**config.mk**
```make
export PLATFORM = sky130hd
export DESIGN_NAME = mulSequencer
export DESIGN_NICKNAME = d
export VERILOG_FILES = /design/src/rtl/mulSeqPkg.sv /design/src/rtl/mulSeqNext.sv /design/src/rtl/mulSeqDecode.sv /design/src/rtl/mulSequencer.sv
export SDC_FILE = /design/constraint.sdc
export NUM_CORES = 1
export LEC_CHECK = 0
export ABC_AREA = 0
export BUFFER_PORTS_ARGS = -buffer_cell sky130_fd_sc_hd__buf_2
export CORE_AREA = 2 2 39 41
export CTS_CLUSTER_DIAMETER = 120
export DETAILED_ROUTE_END_ITERATION = 8
export DIE_AREA = 0 0 41 43
export GPL_TIMING_DRIVEN = 0
export PLACE_DENSITY_LB_ADDON = 0.15
export SLEW_MARGIN = 40
export SYNTH_ARGS = -nofsm -noshare
export SYNTH_HDL_FRONTEND = slang
export SYNTH_SLANG_ARGS = --single-unit
```
**constraint.sdc**
```tcl
create_clock -name clock -period 2.05 [get_ports clock]
set_input_delay 0.3075 -clock clock [delete_from_list [all_inputs] [get_ports clock]]
set_output_delay 0.3075 -clock clock [all_outputs]
set_load 0.1 [all_outputs]
```
**src/rtl/mulSeqPkg.sv**
```systemverilog
package mulSeqPkg;

  // Sequencer states; SIdle must stay the reset state.
  typedef enum logic [2:0] {
    SIdle  = 3'd0,
    SInit  = 3'd1,
    STest  = 3'd2,
    SAdd   = 3'd3,
    SZero  = 3'd4,
    SStore = 3'd5,
    SDone  = 3'd6
  } seqState_t;

  // Strobe bundle from the decoder to the top-level pins.
  typedef struct packed {
    logic loadA;
    logic loadB;
    logic loadM;
    logic loadR;
    logic enableAdder;
    logic enableZero;
    logic enableOp1;
    logic selOp2;
  } strobes_t;

  localparam strobes_t NoStrobes = '0;

endpackage

```
**src/rtl/mulSeqNext.sv**
```systemverilog
module mulSeqNext
  import mulSeqPkg::*;
(
  input  logic      clock,
  input  logic      nReset,
  input  logic      req,
  input  logic      underflow,
  output seqState_t state
);

  seqState_t nextState;

  always_comb begin
    nextState = state;
    unique case (state)
      SIdle:   nextState = req ? SInit : SIdle;
      SInit:   nextState = STest;
      STest:   nextState = underflow ? SZero : SAdd;
      SAdd:    nextState = STest;
      SZero:   nextState = SStore;
      SStore:  nextState = SDone;
      SDone:   nextState = SIdle;
      default: nextState = SIdle;
    endcase
  end

  always_ff @(posedge clock or negedge nReset) begin
    if (!nReset) state <= SIdle;
    else         state <= nextState;
  end

endmodule

```
**src/rtl/mulSeqDecode.sv**
```systemverilog
module mulSeqDecode
  import mulSeqPkg::*;
(
  input  seqState_t state,
  output strobes_t  strobes,
  output logic      done
);

  // Moore decode: outputs depend on the state register only.
  always_comb begin
    strobes = NoStrobes;
    done    = 1'b0;
    unique case (state)
      SInit: begin
        strobes.loadA     = 1'b1;   // A <= 0 (adder path off)
        strobes.loadB     = 1'b1;
        strobes.enableOp1 = 1'b1;   // B <= operand 1
        strobes.loadM     = 1'b1;
        strobes.selOp2    = 1'b1;   // M <= operand 2
      end
      SAdd: begin
        strobes.loadA       = 1'b1;
        strobes.enableAdder = 1'b1; // A <= A + B
        strobes.loadM       = 1'b1; // M <= M - 1
      end
      SZero: begin
        strobes.loadB = 1'b1;       // B <= 0
      end
      SStore: begin
        strobes.enableZero  = 1'b1;
        strobes.enableAdder = 1'b1;
        strobes.loadR       = 1'b1; // R <= A + 0
      end
      SDone:   done = 1'b1;
      default: ;
    endcase
  end

endmodule

```
**src/rtl/mulSequencer.sv**
```systemverilog
module mulSequencer
  import mulSeqPkg::*;
(
  input  logic clock,
  input  logic nReset,
  input  logic req,
  input  logic underflow,
  output logic loadA,
  output logic loadB,
  output logic loadM,
  output logic loadR,
  output logic enableAdder,
  output logic enableZero,
  output logic enableOp1,
  output logic selOp2,
  output logic done
);

  seqState_t curState;
  strobes_t  strobeBus;

  mulSeqNext uNext (
    .clock     (clock),
    .nReset    (nReset),
    .req       (req),
    .underflow (underflow),
    .state     (curState)
  );

  mulSeqDecode uDecode (
    .state   (curState),
    .strobes (strobeBus),
    .done    (done)
  );

  assign loadA       = strobeBus.loadA;
  assign loadB       = strobeBus.loadB;
  assign loadM       = strobeBus.loadM;
  assign loadR       = strobeBus.loadR;
  assign enableAdder = strobeBus.enableAdder;
  assign enableZero  = strobeBus.enableZero;
  assign enableOp1   = strobeBus.enableOp1;
  assign selOp2      = strobeBus.selOp2;

endmodule

```
* Word level (Yosys, flattened, before mapping)
Cells that the tools add are included.
** Storage, ports and cells
- Register bits :: 3
- Input bits :: 4
- Output and inout bits :: 9
- Word-level logic and storage cells :: 20
** Operators by class
- Equality and inequality tests :: 6
- Mux-type cells :: 9
- Reduce and logical (&&, ||, !) cells :: 4
** Operator list (count)
- 3-bit case mux with 5 select lines :: 1
- 3-bit equality test (second input constant) :: 3
- 3-bit by 2-bit equality test with 1-bit output (second input constant) :: 2
- 1-bit two-way mux :: 6
- 2-bit OR reduction :: 3
- 3-bit by 1-bit equality test with 1-bit output (second input constant) :: 1
- 3-bit logical NOT :: 1
- 3-bit two-way mux :: 1
- 2-bit two-way mux :: 1

* Longest topological paths before layout
- Depth in word-level cells :: 3
- Mapped depth :: 3
- Depth with buffers taken out :: 2

* Modules after synthesis
From an unflattened synthesis, not the netlist that was laid out.
** Unflattened totals
- Cells, all modules :: 21
- Area, all modules :: 216.5 µm²
** Modules (own cells, without submodules)
- mulSeqNext :: times used 1, cells an instance 10, area an instance 130.1 µm², sequential area each 75.1 µm²
- mulSeqDecode :: times used 1, cells an instance 11, area an instance 86.3 µm², sequential area each 0.0 µm²

* Worst setup path after synthesis
OpenSTA, ideal clock, no wires.
- Path type :: flip-flop to output port
- Start :: register uNext.state[0]
- End :: output selOp2
- Arrival time :: 3.390 ns
- Path slack :: -1.648 ns
- Stages on the path, launching flop included :: 4
- Cells stage by stage :: dfrtp_1 > clkbuf_1 > nor3b_1 > buf_4
** Between the ends
- Word-level cells in the longest chain between the ends :: 2
** Ends and longest elaborated chain
- start: declaration :: RTL line mulSeqNext.sv:8 : output seqState_t state
- start signal: assignment :: RTL line mulSeqNext.sv:28 : if (!nReset) state <= SIdle;
- start signal: assignment :: RTL line mulSeqNext.sv:29 : else state <= nextState;
- 3-bit by 1-bit equality test with 1-bit output :: RTL line mulSeqDecode.sv:13 : unique case (state)
- 2-bit two-way mux :: RTL line mulSeqDecode.sv:13
- end: declaration :: RTL line mulSequencer.sv:15 : output logic selOp2,
No other way between the ends.

* Worst setup path after layout
- Start :: register uNext.state[0]
- End :: output loadR
** Between the ends
- Word-level cells in the longest chain between the ends :: 2
** Ends and longest elaborated chain
- 3-bit equality test :: RTL line mulSeqDecode.sv:13
- 1-bit two-way mux :: RTL line mulSeqDecode.sv:13
- end: declaration :: RTL line mulSequencer.sv:11 : output logic loadR,
No other way between the ends.

==> reports/summary.md <==
* **post-CTS setup repair buffer count** 0
* **max FFs per register** 3
* **crit path kind** flop to output pin
* **RSZ-0062 raised after global routing** no
* **fraction of registers with async set/reset** 1.00
* **clock buffer count from CTS** 3
* **launch point of the worst reg-to-reg path** uNext.state[2]
* **maximum clock path buffer count** 2
* **maximum number of pins on one net before global-route repair** 11
* **Synth Flop Type** dfrtp_1
* **average size of a mapped cell** 9.91 µm²
* **most frequent cells after synthesis** buf_4, dfrtp_1, and3b_2
* **global route total overflow** 0
* **Post-layout nets** 46
* **clock tree from TritonCTS** yes
* **share of final-layout standard cells stronger than drive strength 1** 0.610
* **total standard cell area after synthesis** 238 µm²
* **number of failing hold endpoints at the final stage** 0
* **global-route usage over all layers** 0.0682
* **core footprint** 0.00138 mm²
* **register with the most flip-flops** uNext.state
* **number of library cell types mapped by synthesis** 18
* **kind of end point of the critical path** output pin
* **minimum clock period** 1.89 ns
* **synthesized netlist cell count** 24
* **Final ANT Viol Nets** 0
* **insertion delay to the later sink of the worst-skew pair** 0.23 ns
* **Tightest Pin Transition** 0.485 ns
* **critical path startpoint category** flop
* **vertical die dimension** 43 µm
* **share of the core filled with cells** 0.268
* **max incr delay on CP** 0.41 ns
* **cell area reported after detailed placement** 332 µm²
* **WP data required** 1.74 ns
* **routed vias** 217
* **I/O pins** 13
* **critical-path maximum fanout** 9
* **startpoint of the tightest hold check path** underflow
* **vias per cell** 3.81
* **via count of the first global-routing pass** 203
* **floorplan die area** 0.00176 mm²
* **cells on worst reg2reg path** 3
* **Syn. warnings** 0
* **critical path, cell by cell** clkbuf_1, and3b_2, buf_4, buf_2
* **total negative slack for setup checks** 0 ns
* **fraction of synthesized cell area taken by the top area cell type** 0.316
* **Top Registers** uNext.state: 3 flops
* **wire length of the first global-routing pass** 800 µm
* **Final Skew** 0.00139 ns
* **gp weighted congestion** 0.613
* **area growth from synthesis to layout** 55.8%
* **# clock sinks** 3
* **total half-perimeter wirelength after legalization and detailed placement** 362 µm
* **RR Endpoint** uNext.state[0]
* **worst setup path end** loadR
* **clock root buffer** clkbuf_4
* **number of nets in the synthesized netlist** 28
* **leading cell type by number of instances after synthesis** buf_4
* **total of buffers placed on input and output ports** 12
* **DR iter-0 viols** 1
* **synth top area cells** dfrtp_1, buf_4, and3b_2
* **crit path launch** uNext.state[0]
* **post-synthesis register bit count** 3
* **Worst path slowest cell** buf_2
* **number of synthesized flops with an enable pin** 0
* **detail-routed net length per standard cell** 8.70 µm
* **number of failing setup endpoints in the final timing report** 0
* **share of synthesized area occupied by flip-flops and latches** 0.316
* **max-capacitance violation count** 0
* **Final Routed Wirelength** 496 µm
* **DRC** 0
* **effective utilization at floorplan** 0.172
* **die width** 41 µm
* **detailed-routing iteration count for the pre-antenna-repair pass** 2
* **cell type with the highest aggregate area in the netlist** dfrtp_1
* **status** completed
* **num rows** 14
* **class of the tightest hold or removal check** input port to flop
* **max-slew violations** 0
* **CTS HTree Levels** 1
* **highest attainable clock frequency** 0.528 GHz
* **Final period util** 0.923
* **worst slew margin relative to its limit** 0.679
* **Finished Cell Area** 370 µm²
* **number of antenna violations at the first check in global routing** 0
* **final antenna diode count** 0
* **worst reg2reg setup slack** 0.93 ns
* **data arrival time at the worst-slack endpoint** 1.59 ns
* **Worst-path clk slew** 0.04 ns
[worst min path at each step]
| stage | endpoint | cells after the start |
|---|---|---|
| 6_report | uNext.state[2] | 3 |
| 5_1_grt | uNext.state[1] | 3 |
| 4_1_cts | uNext.state[2] | 3 |
| 3_5_place_dp | uNext.state[0] | 1 |
| 3_3_place_gp | uNext.state[1] | 1 |
| 2_1_floorplan | uNext.state[0] | 0 |
[cells in the final DEF (no fill, tap or decap)]
cell,instances
nor2b_1,1
dfrtp_1,3
clkbuf_4,4
nor2_2,1
nor3b_4,1
or3b_1,1
buf_6,1
and2_1,1
buf_4,4
xor2_1,1
a21oi_1,1
o21bai_1,1
nand3b_1,1
dlygate4sd3_1,1
clkbuf_1,2
mux2i_1,1
and3b_2,2
buf_2,11
a2bb2oi_1,1
xnor2_1,1
and2b_2,1
[layout make-up]
class | count | area [µm²]
multi-input combinational | 15 | 131
buffer | 6 | 45.0
fill | 144 | 1010
tap | 16 | 20.0
clock buffer | 4 | 26.3
sequential | 3 | 75.1
timing repair buffer | 13 | 72.6
[per-stage QoR]
stage | hold slack [ns] | cells | setup slack (ns)
2_1_floorplan | 0.0119 | 24 | -0.121
5_1_grt | 0.390 | 57 | 0.0165
3_5_place_dp | 0.105 | 52 | 0.354
6_report | 0.382 | 57 | 0.157
3_3_place_gp | 0.103 | 52 | 0.388
4_1_cts | 0.374 | 57 | 0.103
[cells by family (layout without fill, tap and decap cells)]
family,Yosys count,count (layout),synth area share
AO/OA/AOI/OAI,3,3,0.0895
XOR/XNOR,2,2,0.0737
multiplexers,1,1,0.0421
AND/OR/NAND/NOR,9,9,0.290
flip-flops,3,3,0.316
buffers and inverters,6,23,0.189
[critical path: cells and delay by family, from the launching register on]
kind | cells | cell delay, ns
buf+inv | 3 | 0.79
simple gates | 1 | 0.25
flops | 1 | 0.31
[per-layer routing]
metal,global-route usage,up-vias,part of all wire
li1,-,111,-
met3,0.0314,0,0.079
met5,0,-,0
met1,0.0865,96,0.48
met2,0.0906,10,0.44
met4,0.0400,0,0
[repair_timing]
action / 4_1_cts / 5_1_grt
setup endpoints to repair: 0 / 1
hold buffers: 1 / 0
resized for setup: 0 / 1
hold endpoints to repair: 3 / 0
Power is left out: the tool's default activity adds up to more than one toggle a clock period on the data nets, which glitch-free logic cannot reach.
